--- config.mk ---
export PLATFORM = sky130hd
export DESIGN_NAME = io_space
export DESIGN_NICKNAME = d
export VERILOG_FILES = /design/src/rtl/io_space_pkg.sv /design/src/rtl/io_addr_dec.sv /design/src/rtl/io_gp_reg.sv /design/src/rtl/io_w1c_reg.sv /design/src/rtl/io_space.sv
export SDC_FILE = /design/constraint.sdc
export NUM_CORES = 1
export LEC_CHECK = 0
export CORE_UTILIZATION = 30
export CTS_BUF_LIST = sky130_fd_sc_hd__clkbuf_2
export DETAILED_ROUTE_END_ITERATION = 7
export SLEW_MARGIN = 20
export SYNTH_ARGS = -nofsm -noshare
export SYNTH_HDL_FRONTEND = slang
export SYNTH_SLANG_ARGS = --single-unit
--- constraint.sdc ---
create_clock -name clk_i -period 4.2 [get_ports clk_i]
set_input_delay 0.84 -clock clk_i [delete_from_list [all_inputs] [get_ports clk_i]]
set_output_delay 0.84 -clock clk_i [all_outputs]
set_load 0.05 [all_outputs]
--- src/rtl/io_space_pkg.sv ---
package io_space_pkg;
  typedef enum logic [2:0] {
    CMD_NOP     = 3'd0,
    CMD_IO_RD   = 3'd1,
    CMD_IO_WR   = 3'd2,
    CMD_DS_RD   = 3'd3,
    CMD_DS_WR   = 3'd4,
    CMD_BIT_SET = 3'd5,
    CMD_BIT_CLR = 3'd6,
    CMD_BIT_TST = 3'd7
  } cmd_e;

  localparam int unsigned NUM_REG  = 4;
  localparam int unsigned IDX_GP_A = 0;
  localparam int unsigned IDX_STAT = 1;
  localparam int unsigned IDX_GP_B = 2;
  localparam int unsigned IDX_GP_C = 3;
endpackage

--- src/rtl/io_addr_dec.sv ---
module io_addr_dec
  import io_space_pkg::*;
#(
  parameter int unsigned AW        = 9,
  parameter int unsigned IO_AW     = 6,
  parameter int unsigned BIT_AW    = 5,
  parameter int unsigned DS_OFS    = 32,
  parameter int unsigned GP_A_IO   = 5,
  parameter int unsigned STAT_IO   = 11,
  parameter int unsigned GP_B_IO   = 42,
  parameter int unsigned GP_C_DS   = 256
) (
  input  logic [2:0]         cmd_i,
  input  logic [AW-1:0]      addr_i,
  output logic [NUM_REG-1:0] sel_o,
  output logic               rd_o,
  output logic               wr_o,
  output logic               bset_o,
  output logic               bclr_o,
  output logic               btst_o
);
  localparam int unsigned IO_SPAN  = 2 ** IO_AW;
  localparam int unsigned BIT_SPAN = 2 ** BIT_AW;
  localparam int unsigned EXT_BASE = DS_OFS + IO_SPAN;

  logic [AW-1:0] ds_a;
  logic          in_rng;
  logic          is_ds;
  cmd_e          cmd;

  assign cmd = cmd_e'(cmd_i);

  always_comb begin
    ds_a   = addr_i + AW'(DS_OFS);
    in_rng = 1'b0;
    is_ds  = 1'b0;
    unique case (cmd)
      CMD_IO_RD, CMD_IO_WR:
        in_rng = 32'(addr_i) < IO_SPAN;
      CMD_DS_RD, CMD_DS_WR: begin
        ds_a   = addr_i;
        in_rng = 1'b1;
        is_ds  = 1'b1;
      end
      CMD_BIT_SET, CMD_BIT_CLR, CMD_BIT_TST:
        in_rng = 32'(addr_i) < BIT_SPAN;
      default: in_rng = 1'b0;
    endcase
  end

  always_comb begin
    sel_o           = '0;
    sel_o[IDX_GP_A] = in_rng && (ds_a == AW'(GP_A_IO + DS_OFS));
    sel_o[IDX_STAT] = in_rng && (ds_a == AW'(STAT_IO + DS_OFS));
    sel_o[IDX_GP_B] = in_rng && (ds_a == AW'(GP_B_IO + DS_OFS));
    // extended window: loads and stores only
    sel_o[IDX_GP_C] = in_rng && is_ds && (32'(ds_a) >= EXT_BASE) &&
                      (ds_a == AW'(GP_C_DS));
  end

  assign rd_o   = (cmd == CMD_IO_RD) || (cmd == CMD_DS_RD);
  assign wr_o   = (cmd == CMD_IO_WR) || (cmd == CMD_DS_WR);
  assign bset_o = (cmd == CMD_BIT_SET);
  assign bclr_o = (cmd == CMD_BIT_CLR);
  assign btst_o = (cmd == CMD_BIT_TST);
endmodule

--- src/rtl/io_gp_reg.sv ---
module io_gp_reg #(
  parameter int unsigned DW = 8,
  localparam int unsigned BW = $clog2(DW)
) (
  input  logic          clk_i,
  input  logic          rst_ni,
  input  logic          sel_i,
  input  logic          wr_i,
  input  logic          bset_i,
  input  logic          bclr_i,
  input  logic [BW-1:0] bidx_i,
  input  logic [DW-1:0] wdata_i,
  output logic [DW-1:0] q_o
);
  logic [DW-1:0] bmask;
  assign bmask = DW'(1) << bidx_i;

  always_ff @(posedge clk_i or negedge rst_ni) begin
    if (!rst_ni)             q_o <= '0;
    else if (sel_i && wr_i)   q_o <= wdata_i;
    else if (sel_i && bset_i) q_o <= q_o | bmask;
    else if (sel_i && bclr_i) q_o <= q_o & ~bmask;
  end
endmodule

--- src/rtl/io_w1c_reg.sv ---
module io_w1c_reg #(
  parameter int unsigned DW = 8,
  localparam int unsigned BW = $clog2(DW)
) (
  input  logic          clk_i,
  input  logic          rst_ni,
  input  logic          sel_i,
  input  logic          wr_i,
  input  logic          bset_i,
  input  logic [BW-1:0] bidx_i,
  input  logic [DW-1:0] wdata_i,
  input  logic [DW-1:0] set_i,
  output logic [DW-1:0] q_o
);
  logic [DW-1:0] clr_mask;

  // bit set writes a one to a single flag only; bit clear writes zero -> no-op
  always_comb begin
    clr_mask = '0;
    if (sel_i && wr_i)        clr_mask = wdata_i;
    else if (sel_i && bset_i) clr_mask = DW'(1) << bidx_i;
  end

  always_ff @(posedge clk_i or negedge rst_ni) begin
    if (!rst_ni) q_o <= '0;
    else         q_o <= (q_o & ~clr_mask) | set_i;  // set wins
  end
endmodule

--- src/rtl/io_space.sv ---
module io_space
  import io_space_pkg::*;
#(
  parameter int unsigned DW      = 8,
  parameter int unsigned AW      = 9,
  parameter int unsigned IO_AW   = 6,
  parameter int unsigned BIT_AW  = 5,
  parameter int unsigned DS_OFS  = 32,
  parameter int unsigned GP_A_IO = 5,
  parameter int unsigned STAT_IO = 11,
  parameter int unsigned GP_B_IO = 42,
  parameter int unsigned GP_C_DS = 256,
  localparam int unsigned BW     = $clog2(DW)
) (
  input  logic          clk_i,
  input  logic          rst_ni,
  input  logic [2:0]    cmd_i,
  input  logic [AW-1:0] addr_i,
  input  logic [BW-1:0] bit_idx_i,
  input  logic [DW-1:0] wdata_i,
  input  logic [DW-1:0] flag_set_i,
  output logic [DW-1:0] rdata_o,
  output logic          bit_val_o
);
  logic [NUM_REG-1:0] sel;
  logic               rd, wr, bset, bclr, btst;
  logic [DW-1:0]      reg_q [NUM_REG];
  logic [DW-1:0]      hit_q;

  io_addr_dec #(
    .AW(AW), .IO_AW(IO_AW), .BIT_AW(BIT_AW), .DS_OFS(DS_OFS),
    .GP_A_IO(GP_A_IO), .STAT_IO(STAT_IO), .GP_B_IO(GP_B_IO), .GP_C_DS(GP_C_DS)
  ) u_dec (
    .cmd_i (cmd_i),
    .addr_i(addr_i),
    .sel_o (sel),
    .rd_o  (rd),
    .wr_o  (wr),
    .bset_o(bset),
    .bclr_o(bclr),
    .btst_o(btst)
  );

  for (genvar k = 0; k < NUM_REG; k++) begin : g_reg
    if (k == IDX_STAT) begin : g_stat
      io_w1c_reg #(.DW(DW)) u_reg (
        .clk_i  (clk_i),
        .rst_ni (rst_ni),
        .sel_i  (sel[k]),
        .wr_i   (wr),
        .bset_i (bset),
        .bidx_i (bit_idx_i),
        .wdata_i(wdata_i),
        .set_i  (flag_set_i),
        .q_o    (reg_q[k])
      );
    end else begin : g_gp
      io_gp_reg #(.DW(DW)) u_reg (
        .clk_i  (clk_i),
        .rst_ni (rst_ni),
        .sel_i  (sel[k]),
        .wr_i   (wr),
        .bset_i (bset),
        .bclr_i (bclr),
        .bidx_i (bit_idx_i),
        .wdata_i(wdata_i),
        .q_o    (reg_q[k])
      );
    end
  end

  always_comb begin
    hit_q = '0;
    for (int k = 0; k < NUM_REG; k++) begin
      if (sel[k]) hit_q = hit_q | reg_q[k];
    end
  end

  assign rdata_o   = rd   ? hit_q : '0;
  assign bit_val_o = btst ? hit_q[bit_idx_i] : 1'b0;
endmodule

==> flow_summary.yaml <==
setup_path:
  worstPathRequired_ns: 3.36
  crit_fanout: 8
  critical_path_class: "input pin to primary output"
  cp.arrival_ns: 3.27
  cp-end-kind: "primary output"
  cp-start-kind: "input pin"
die:
  core_mm2: 0.00769
  dieArea_mm2: 0.00824
  die_y_um: 90.8
  boundaryPins: 42
  initial_core_util_pct: 30.7
  die_w_um: 90.8
  row_count: 32
synthesis:
  async_reset_ff_share_pct: 100
  ys.flop_type: "dfrtp_1"
  synthDistinctLibCells: 56
  synth_area_per_cell_um2: 9.02
  synth-edff-count: 0
  synth_nets: 297
  yosysSeqAreaShare_pct: 33.9
  synth.area.top_cells: "dfrtp_1 34%, a221o_1 6.8%, a21boi_0 5.4%"
  postSynthCellCount: 262
  yosysWarningCount: 0
  ys_seq_elements: 32
  yosysTopAreaCell: "dfrtp_1"
  syn_area_mm2: 0.00236
  synth_top_area_share_pct: 33.9
place:
  io_buffers: 41
  place_congestion: 0.880
  dpl_cell_area_mm2: 0.00335
  dp_hpwl_mm: 6.30
timing:
  slew_violations: 0
  fmax_mhz: 243
  finalSetupViolCount: 0
  max_slew_margin_pct: 54.9
  hold_viol: 0
  finalCritPeriodShare_pct: 97.9
  skew_ns: 0
  tns_ns: 0
  period_needed_ns: 4.11
  worst-slew-pin-transition_ns: 0.676
final_layout:
  drive_gt1_share_pct: 31.2
  area_delta_synth_final_pct: 50.6
  antenna_cells: 0
  fin_area_mm2: 0.00356
  nNetsFinal: 390
worst_hold_path:
  min_path_type: "register to register"
detailed_routing:
  drt.antenna.violating_nets: 0
  dr_total_vias: 2577
  avgRoutedWirePerCell_um: 18.3
  wirelength_mm: 8.40
  avgViaCountPerCell: 5.63
  dr.pass1.iters: 4
  first_iter_violations: 137
  drc: 0
clocking:
  postCtsHoldBufs: 0
  cts.sinks: 32
  htreeDepth: 2
  cts_tree: "built"
  clkLatencyLatePin_ns: 0.36
  numCtsBuffers: 5
  cts_root_buffer: "clkbuf_2"
  clk_pin_slew_ns: 0.16
  cts_max_path_buffers: 2
pwr:
  powerDensity_mw_per_mm2: 177
  ir_drop_mv: 0.116
  leakagePower_nw: 1.45
grt:
  grt_pass1_wl_mm: 13.6
  track_usage_pct: 21.2
  grt_overflow: 0
  grt_pass1_vias: 2648
  grt_max_degree: 33
  antenna_found_initial: 0
outcome:
  status: "complete, no violations"
job:
  max_cap_viol_count: 0
==> cell usage after synthesis, types with 4 or more instances <==
master,instances
a21boi_0,17
a21o_1,9
a21oi_1,8
a221o_1,16
a22o_1,4
a22oi_1,11
a31oi_1,5
clkbuf_1,8
dfrtp_1,32
inv_1,10
mux2_2,8
nand2_1,15
nand3_1,7
nor2_1,19
nor3_1,13
nor4_2,5
o21ai_0,15
==> cell families (layout without fill, tap and decap cells) <==
group                      after synthesis  in the layout  synth area share (%)
AOI/OAI and AO/OA                      105            105                  33.6
xor gates and xnor gates                 1              1                 0.371
adders and majority gates                3              3                  1.54
buffers and inverters                   24            118                  4.29
DFF                                     32             32                  33.9
muxes                                    8              8                  3.81
and+or+nand+nor                         89             89                  22.6
==> metrics by stage <==
stage,power [mW],cells,setup WS (ns),hold WS [ns],util [%]
final,0.630,458,0.0902,0.497,46.3
after global routing,0.663,458,-0.00362,0.518,46.3
after CTS,0.632,456,0.00136,0.504,45.5
after floorplan,0.384,262,0.0650,0.442,-
after global placement,0.473,446,-0.0701,0.457,43.6
after detailed placement,0.474,446,-0.0886,0.467,43.6
==> layer usage <==
metal  track usage, %  part of all wire (%)  vias to the layer above
li1                 -                     -                     1210
met1             26.8                    44                     1275
met2             35.4                    49                       78
met3             2.95                   5.2                       14
met4             9.68                   2.0                        0
met5                0                     0                        -
==> worst paths after layout <==
| kind | from | to | slack (ns) | cells after the start |
|---|---|---|---|---|
| max | addr_i[6] | bit_val_o | 0.09 | 9 |
| min reg2reg | g_reg[1].g_stat.u_reg.q_o[1] | g_reg[1].g_stat.u_reg.q_o[1] | 0.50 | 1 |
| max reg2reg | register | register | 3.27 | 2 |
| min | g_reg[1].g_stat.u_reg.q_o[1] | g_reg[1].g_stat.u_reg.q_o[1] | 0.50 | 1 |
| min in group asynchronous | rst_ni | asynchronous set/reset pin | 0.85 | 2 |
| max in group asynchronous | rst_ni | asynchronous set/reset pin | 3.05 | 2 |
==> placed cells by master (no fill, tap or decap), types with 9 or more instances in the layout <==
master / n
nand2_1: 15
a21o_1: 9
buf_4: 56
a21boi_0: 16
a22oi_1: 11
clkdlybuf4s50_1: 25
inv_1: 10
o21ai_0: 11
nor2_1: 18
nor3_1: 11
dfrtp_1: 32
a221o_1: 16
==> layout make-up <==
class                      count  area [µm²]
multi-input combinational    206        1580
tap                          102         128
clock inverter                 1        3.75
timing repair buffer         100         973
sequential                    32         801
fill                         753        4130
clock buffer                   7        35.0
inverter                      10        37.5
==> repair_timing <==
item                       4_1_cts  5_1_grt
setup endpoints to repair        3        4
pin swaps                        5       10
setup buffers                    2        2
gates resized for setup         24       12
==> worst max-delay path, stage by stage <==
cell and delay [ns]:
dlygate4sd2_1 0.27, or3_4 0.38, maj3_2 0.33, a211oi_4 0.30
nand3_4 0.19, o211ai_1 0.22, a21boi_1 0.11, o311ai_2 0.38
clkbuf_16 0.24
==> where the power goes <==
part	switching, mW	internal, mW
clock network	0.103	0.0446
logic	0.0922	0.0786
registers	0.00128	0.310
(Power assumes the default switching activity.)
